**src/rtl/stby_pkg.sv**
```systemverilog
package stby_pkg;

    typedef enum logic [1:0] {
        ST_RUN  = 2'd0,
        ST_STOP = 2'd1,
        ST_HALT = 2'd2,
        ST_WAIT = 2'd3
    } stby_state_e;

    localparam logic [1:0] SRC_HS = 2'd0;
    localparam logic [1:0] SRC_RO = 2'd1;

    typedef struct packed {
        stby_state_e state;
        logic        err;
    } stby_fsm_t;

endpackage

```
**src/rtl/stby_wake_detect.sv**
```systemverilog
module stby_wake_detect #(
    parameter int NUM_IRQ = 8
) (
    input  logic [NUM_IRQ-1:0] req_i,
    input  logic [NUM_IRQ-1:0] mask_i,
    output logic               pending_o
);

    logic [NUM_IRQ-1:0] live;

    for (genvar g = 0; g < NUM_IRQ; g++) begin : g_line
        assign live[g] = req_i[g] & ~mask_i[g];
    end

    assign pending_o = |live;

endmodule

```
**src/rtl/stby_stab_timer.sv**
```systemverilog
module stby_stab_timer #(
    parameter int SEL_W     = 3,
    parameter int WAIT_BASE = 11,
    parameter int WAIT_STEP = 2
) (
    input  logic             clk_i,
    input  logic             rst_i,
    input  logic             load_i,
    input  logic [SEL_W-1:0] sel_i,
    input  logic             tick_i,
    input  logic             active_i,
    output logic             expire_o
);

    localparam int MAX_EXP = WAIT_BASE + WAIT_STEP * ((1 << SEL_W) - 1);
    localparam int CNT_W   = MAX_EXP + 1;

    logic [CNT_W-1:0] cnt_d, cnt_q;
    int               shamt;

    always_comb begin
        cnt_d = cnt_q;
        shamt = WAIT_BASE + WAIT_STEP * int'(sel_i);
        if (load_i) begin
            cnt_d = CNT_W'(1) << shamt;
        end else if (active_i && tick_i && cnt_q != '0) begin
            cnt_d = cnt_q - CNT_W'(1);
        end
    end

    always_ff @(posedge clk_i) begin
        if (rst_i) cnt_q <= '0;
        else       cnt_q <= cnt_d;
    end

    assign expire_o = active_i && tick_i && (cnt_q == CNT_W'(1));


    cnt_live_chk: assert property (@(posedge clk_i) disable iff (rst_i)
        active_i |-> cnt_q != '0);


    load_pow2_chk: assert property (@(posedge clk_i) disable iff (rst_i)
        load_i |=> $countones(cnt_q) == 1);


    tick_hold_chk: assert property (@(posedge clk_i) disable iff (rst_i)
        (active_i && !tick_i && !load_i) |=> $stable(cnt_q));

endmodule

```
**src/rtl/stby_out_decode.sv**
```systemverilog
module stby_out_decode
    import stby_pkg::*;
(
    input  stby_state_e state_i,
    input  logic        ro_sw_stoppable_i,
    input  logic        ro_stop_sw_i,
    output logic        hs_osc_en_o,
    output logic        ro_osc_en_o,
    output logic        cpu_clk_en_o,
    output logic        port_hold_o
);

    always_comb begin
        hs_osc_en_o  = 1'b1;
        ro_osc_en_o  = 1'b1;
        cpu_clk_en_o = 1'b0;
        port_hold_o  = 1'b1;
        unique case (state_i)
            ST_RUN: begin
                cpu_clk_en_o = 1'b1;
                port_hold_o  = 1'b0;
            end
            ST_STOP: begin
                hs_osc_en_o = 1'b0;
                ro_osc_en_o = !(ro_sw_stoppable_i && ro_stop_sw_i);
            end
            ST_HALT: begin
                hs_osc_en_o = 1'b0;
            end
            ST_WAIT: begin
                hs_osc_en_o = 1'b1;
            end
            default: ;
        endcase
    end

endmodule

```
**src/rtl/stby_stop_ctrl.sv**
```systemverilog
module stby_stop_ctrl
    import stby_pkg::*;
#(
    parameter int NUM_IRQ   = 8,
    parameter int SEL_W     = 3,
    parameter int WAIT_BASE = 11,
    parameter int WAIT_STEP = 2
) (
    input  logic               clk_i,
    input  logic               rst_i,
    input  logic               stop_req_i,
    input  logic [1:0]         cpu_clk_src_i,
    input  logic [NUM_IRQ-1:0] irq_req_i,
    input  logic [NUM_IRQ-1:0] irq_mask_i,
    input  logic               ro_sw_stoppable_i,
    input  logic               ro_stop_sw_i,
    input  logic [SEL_W-1:0]   wait_sel_i,
    input  logic               wait_tick_i,
    output logic               hs_osc_en_o,
    output logic               ro_osc_en_o,
    output logic               cpu_clk_en_o,
    output logic               port_hold_o,
    output logic [1:0]         state_o,
    output logic               src_err_o
);

    stby_fsm_t fsm_d, fsm_q;
    logic      pending;
    logic      src_ok;
    logic      load_wait;
    logic      in_wait;
    logic      expire;

    stby_wake_detect #(.NUM_IRQ(NUM_IRQ)) u_wake (
        .req_i     (irq_req_i),
        .mask_i    (irq_mask_i),
        .pending_o (pending)
    );

    assign src_ok = (cpu_clk_src_i == SRC_HS) || (cpu_clk_src_i == SRC_RO);

    always_comb begin
        fsm_d = fsm_q;
        unique case (fsm_q.state)
            ST_RUN: begin
                if (stop_req_i) begin
                    if (!src_ok)      fsm_d.err   = 1'b1;
                    else if (pending) fsm_d.state = ST_HALT;
                    else              fsm_d.state = ST_STOP;
                end
            end
            ST_STOP: if (pending) fsm_d.state = ST_WAIT;
            ST_HALT: fsm_d.state = ST_WAIT;
            ST_WAIT: if (expire) fsm_d.state = ST_RUN;
            default: fsm_d.state = ST_RUN;
        endcase
    end

    always_ff @(posedge clk_i) begin
        if (rst_i) begin
            fsm_q.state <= ST_RUN;
            fsm_q.err   <= 1'b0;
        end else begin
            fsm_q <= fsm_d;
        end
    end

    assign in_wait   = (fsm_q.state == ST_WAIT);
    assign load_wait = (fsm_d.state == ST_WAIT) && !in_wait;

    stby_stab_timer #(
        .SEL_W     (SEL_W),
        .WAIT_BASE (WAIT_BASE),
        .WAIT_STEP (WAIT_STEP)
    ) u_timer (
        .clk_i    (clk_i),
        .rst_i    (rst_i),
        .load_i   (load_wait),
        .sel_i    (wait_sel_i),
        .tick_i   (wait_tick_i),
        .active_i (in_wait),
        .expire_o (expire)
    );

    stby_out_decode u_dec (
        .state_i           (fsm_q.state),
        .ro_sw_stoppable_i (ro_sw_stoppable_i),
        .ro_stop_sw_i      (ro_stop_sw_i),
        .hs_osc_en_o       (hs_osc_en_o),
        .ro_osc_en_o       (ro_osc_en_o),
        .cpu_clk_en_o      (cpu_clk_en_o),
        .port_hold_o       (port_hold_o)
    );

    assign state_o   = fsm_q.state;
    assign src_err_o = fsm_q.err;


    stop_gate_chk: assert property (@(posedge clk_i) disable iff (rst_i)
        state_o == 2'd1 |-> (!hs_osc_en_o && !cpu_clk_en_o));


    stop_wake_chk: assert property (@(posedge clk_i) disable iff (rst_i)
        (state_o == 2'd1 && (|(irq_req_i & ~irq_mask_i))) |=> state_o == 2'd3);


    halt_pass_chk: assert property (@(posedge clk_i) disable iff (rst_i)
        state_o == 2'd2 |=> state_o == 2'd3);


    wait_gate_chk: assert property (@(posedge clk_i) disable iff (rst_i)
        state_o != 2'd0 |-> !cpu_clk_en_o);


    hold_chk: assert property (@(posedge clk_i) disable iff (rst_i)
        port_hold_o == (state_o != 2'd0));


    wait_hs_chk: assert property (@(posedge clk_i) disable iff (rst_i)
        state_o == 2'd3 |-> hs_osc_en_o);


    ro_keep_chk: assert property (@(posedge clk_i) disable iff (rst_i)
        !(ro_sw_stoppable_i && ro_stop_sw_i) |-> ro_osc_en_o);


    bad_src_chk: assert property (@(posedge clk_i) disable iff (rst_i)
        (state_o == 2'd0 && stop_req_i && cpu_clk_src_i[1]) |=> (state_o == 2'd0 && src_err_o));


    err_sticky_chk: assert property (@(posedge clk_i) disable iff (rst_i)
        src_err_o |=> src_err_o);


    wait_exit_chk: assert property (@(posedge clk_i) disable iff (rst_i)
        (state_o == 2'd3) |=> (state_o == 2'd3 || state_o == 2'd0));

endmodule

```
**config.mk**
```make
export PLATFORM = sky130hd
export DESIGN_NAME = stby_stop_ctrl
export DESIGN_NICKNAME = d
export VERILOG_FILES = /design/src/rtl/stby_pkg.sv /design/src/rtl/stby_wake_detect.sv /design/src/rtl/stby_stab_timer.sv /design/src/rtl/stby_out_decode.sv /design/src/rtl/stby_stop_ctrl.sv
export SDC_FILE = /design/constraint.sdc
export NUM_CORES = 1
export LEC_CHECK = 0
export BUFFER_PORTS_ARGS = -buffer_cell sky130_fd_sc_hd__buf_2
export CORE_MARGIN = 2
export CORE_UTILIZATION = 41
export CTS_CLUSTER_SIZE = 30
export DETAILED_ROUTE_END_ITERATION = 6
export MAX_ROUTING_LAYER = met4
export SLEW_MARGIN = 20
export SYNTH_ARGS = -nofsm -noshare
export SYNTH_HDL_FRONTEND = slang
export SYNTH_SLANG_ARGS = --single-unit
```
**constraint.sdc**
```tcl
create_clock -name clk_i -period 2.5 [get_ports clk_i]
set_input_delay 0.75 -clock clk_i [delete_from_list [all_inputs] [get_ports clk_i]]
set_output_delay 0.75 -clock clk_i [all_outputs]
set_load 0.02 [all_outputs]
```
# Yosys cells after proc, flatten, opt, wreduce, memory -nomap -nowiden
# Index checks and enable logic that the tools add are counted.
[totals] reg_bits=29 mem_bits_ro=0 latchBits=0 in_bits=27 elab_cells=57 memories=0 mem_bits_rw=0
[classes] div=0 shifts=1 addsub=2 multipliers=0 magnitude_cmp=0 muxes=13 n_reduce_logical=15 n_eq_ne=6 n_bitwise=17
[op_table] operator="$mux W26" count=2
[op_table] operator="$shl A1 B32 Y26 const A" count=1
[op_table] operator="$eq A26 B1 Y1 const B" count=1
[op_table] operator="$reduce_bool A26 Y1" count=1
[op_table] operator="$sub A26 B1 Y26 const B" count=1
[op_table] operator="$not A1 Y1" count=9
[op_table] operator="$and A1 B1 Y1" count=8
[op_table] operator="$mux W2" count=4
[op_table] operator="$pmux W2 S4" count=1
[op_table] operator="$reduce_or A8 Y1" count=1
[op_table] operator="$eq A2 B2 Y1 const B" count=3
[op_table] operator="$add A4 B4 Y5 const A" count=1
[op_table] operator="$logic_and A1 B1 Y1" count=5
[op_table] operator="$mux W1" count=5
[op_table] operator="$eq A2 B1 Y1 const B" count=2
[op_table] operator="$logic_not A2 Y1" count=2
[op_table] operator="$mux W3" count=1
[op_table] operator="$reduce_and A3 Y1" count=1
[op_table] operator="$logic_not A1 Y1" count=2
[op_table] operator="$reduce_bool A2 Y1" count=1
[op_table] operator="$reduce_or A2 Y1" count=1
[op_table] operator="$logic_or A1 B1 Y1" count=1

# Depth between registers and ports, before layout
[logic_depth] word_depth=10 ltp_mapped=10 mapped_depth_nobuf=8

# Hierarchy
# From an unflattened synthesis, not the netlist that was laid out.
[hier_totals] hier_cells=218 hier_area_um2=1770.4
[modules_own_cells] mod="stby_stab_timer" cells_each=181 instances=1 area_each_um2=1493.9 seq_area_each_um2=520.5
[modules_own_cells] mod="stby_stop_ctrl" cells_each=16 instances=1 area_each_um2=156.4 seq_area_each_um2=60.1
[modules_own_cells] mod="stby_wake_detect" cells_each=13 instances=1 area_each_um2=62.6 seq_area_each_um2=0.0
[modules_own_cells] mod="stby_out_decode" cells_each=8 instances=1 area_each_um2=57.6 seq_area_each_um2=0.0

# Worst setup path before layout
# Ideal clock, no wire load.
[synth_path] kind="reg-to-reg" start="register u_timer.cnt_q[8]" end="register u_timer.cnt_q[10]" period_less_slack_ns=2.440 t_arrival_ns=2.376 setup_time_ns=0.064 path_stages_with_launch=9 t_required_ns=2.436 path_slack_ns=0.060 path_cell_list="dfxtp_1 -> or4_4 -> or3_4 -> o311a_1 -> o31a_1 -> a21o_1 -> buf_6 -> buf_6 -> nor2_1"
[synth_via] elab_chain_len=7
[synth_lines] item="start, declared" line_no="stby_stab_timer.sv:18" source="logic [CNT_W-1:0] cnt_d, cnt_q;"
[synth_lines] item="start signal, assigned" line_no="stby_stab_timer.sv:33" source="else cnt_q <= cnt_d;"
[synth_lines] item="branches (longest 7 deep; another with $sub A26 B1 Y26)"
# Parallel ways; which one is timed is not known. The select of a mux whose other input is x is not followed.
# A chain may end at the register's enable or synchronous reset.

# Worst setup path after layout
[layout_path] start="register u_timer.cnt_q[9]" end="register u_timer.cnt_q[18]"
# Same word-level chain as after synthesis.

==> run metrics <==
worst setup margin 0.1134 ns; antenna diode count 0; Cell Rows 24; Leakage 0.9835 nW; Max IR drop VDD 0.4732 mV; post-synthesis sequential area ratio 32.18%; total of max-cap violations 0; reg2reg path depth 7; post-synthesis cell area 1804 µm²; first-pass GRT wire length 7783 µm; reg2reg setup slack 0.11 ns; final setup violation count 0; pin count of the biggest net entering global routing 14; Seq cells post-synth 29; detailed-router iteration count before antenna repair 4; DR WL/cell 13.68 µm; syn_area_per_cell 8.091 µm²; Die X 70.34 µm; nets 312; Final Hold Fails 0; # hold bufs at CTS 0; share of cells above drive strength 1 26.88%; core area 4294 µm²; highest clock rate 0.4190 GHz; clock slew at reported path FFs 0.07 ns; Crit Path Max Fanout 9; Post-synth EDFFs 0; YS warnings 0; CP Launch Type register; Fin Clk Skew 0.008992 ns; CTS tree yes; worst hold stages 2; Tot GR Track Use 20.48%; area grow syn2layout 28.29%; Mapped Nets 257; worst skew pair latency 0.28 ns; Main synth FF type dfxtp_1; leading cell types in the layout, fill and taps excluded buf_2 (32), dfxtp_1 (29), buf_4 (24); Setup CP Type register to register; root buf cell clkbuf_8; vias per cell 5.432; Post-Route WL 4529 µm; Initial Utilization 42.02%; number of H-tree levels 2; count of different cell masters after synthesis 44; Final Wtd Congestion 0.9041; DRC 0; Min-Delay Path Class register to register; die boundary height 70.34 µm; Synth async-reset ratio 0%; input/output buffers 32; DR vias 1798; Syn Inst Count 223; Sink Count 29; die area 4947 µm²; Overflow after GRT 0; initial antenna violation count 0; TritonCTS buffer count 5; vias in the first global route 1718; Tmin final 2.387 ns; commonest non-fill, non-tap cell in the layout buf_2; fin crit share 95.46%; worst slack, placed -0.1359 ns; fillers 435; Worst Hold Slack 0.4666 ns; relative slew slack 68.06%; RSZ-0062 raised after global routing yes; status complete, no violations; Worst Path Arrival 2.61 ns; PD cells 1076 nW/µm²; element type at the critical path end register; dpl hpwl 3419 µm; Post-DRT Antenna Nets 0; worst slew pin tran 0.4748 ns; drt first-iter violations 61; Ports 34; Pins Over Slew Limit 0; clock buffer depth 2; required time worst endpoint 2.72 ns
-- cell usage after synthesis, drive strengths merged (4+ instances only) --
| master | n | area share, % |
|---|---|---|
| clkbuf | 5 | 1.0 |
| a21oi | 9 | 2.5 |
| o21ai | 6 | 1.7 |
| nor3 | 10 | 2.8 |
| dfxtp | 29 | 32 |
| nand4 | 5 | 1.7 |
| or3 | 10 | 3.7 |
| xor2 | 6 | 2.9 |
| or2 | 5 | 1.7 |
| a211oi | 4 | 1.7 |
| nand2 | 12 | 2.5 |
| nor2 | 24 | 5.0 |
| or4 | 6 | 2.7 |
| xnor2 | 14 | 6.8 |
| nand2b | 6 | 2.1 |
| inv | 10 | 2.1 |
| ha | 7 | 4.9 |
| nor4 | 14 | 4.9 |
| nand3 | 5 | 1.4 |
-- per-layer routing --
metal  track usage (%)  part of all wire, %  vias to the layer above
met5                 -                    0                        -
met4             7.906                  1.1                        0
met3             4.473                  4.0                        5
met2             32.18                   46                       29
met1             25.67                   48                      828
li1                  -                    -                      936
-- stage by stage --
| stage | std cells | utilization (%) | area [µm²] | power, W | setup TNS, ns |
|---|---|---|---|---|---|
| detailed placement | 322 | 50.20 | 2156 | 0.001926 | -0.1423 |
| global route | 331 | 53.90 | 2315 | 0.002682 | -0.003711 |
| global placement | 322 | 50.20 | 2156 | 0.001933 | -0.1451 |
| floorplan | 223 | - | 1804 | 0.001477 | 0 |
| finish | 331 | 53.90 | 2315 | 0.002491 | 0 |
| CTS | 330 | 53.18 | 2283 | 0.002464 | 0 |
-- worst max-delay path, stage by stage (launching register included) --
cell     delay [ns]
dfxtp_1        0.34
or4_4          0.52
or3_4          0.35
o311a_1        0.35
o31a_1         0.26
a21o_1         0.21
buf_4          0.19
nor2_2         0.10
-- kinds of logic (layout without fill, tap and decap cells) --
group,count (synthesis),count (layout),synth area share [%]
and+or+nand+nor,108,108,32.87
adders and majority gates,7,7,4.854
xor gates and xnor gates,20,20,9.709
DFF,29,29,32.18
AOI/OAI and AO/OA,41,41,15.74
buffers and inverters,18,74,4.646
-- state kept, by name, indices dropped and copies added (netlist names) --
register       flops
src_err_o          1
state_o            2
u_timer.cnt_q     26
-- worst paths after layout --
path / endpoint / start
setup reg to reg: u_timer.cnt_q[18]$_SDFFE_PP0P_ / u_timer.cnt_q[9]$_SDFFE_PP0P_
setup / recovery: u_timer.cnt_q[18]$_SDFFE_PP0P_ / u_timer.cnt_q[9]$_SDFFE_PP0P_
hold reg to reg: src_err_o$_SDFFE_PP0P_ / src_err_o$_SDFFE_PP0P_
hold / removal: src_err_o$_SDFFE_PP0P_ / src_err_o$_SDFFE_PP0P_
-- layout make-up --
cell class / count / area [µm²] / area share [%]
clock buffers: 6 / 82.58 / 3.568
clock inverters: 2 / 37.54 / 1.622
inverters: 10 / 37.54 / 1.622
multi-input cells: 176 / 1171 / 50.59
flip-flops and latches: 29 / 580.6 / 25.08
well taps: 52 / 65.06 / 2.811
repair buffers: 56 / 340.3 / 14.70
-- timing repair --
action                     4_1_cts  5_1_grt
pin swaps                        0        1
setup endpoints to repair        2       12
setup buffers                    0        1
resized for setup                3        4
-- where the power goes --
group	total, W	internal [W]	switching (W)
clock	0.000512	0.000324	0.000189
sequential	0.000589	0.000527	0.0000620
combinational	0.00139	0.000569	0.000820
total	0.00249	0.00142	0.00107
Note: power is estimated with default switching activity, not from simulation.
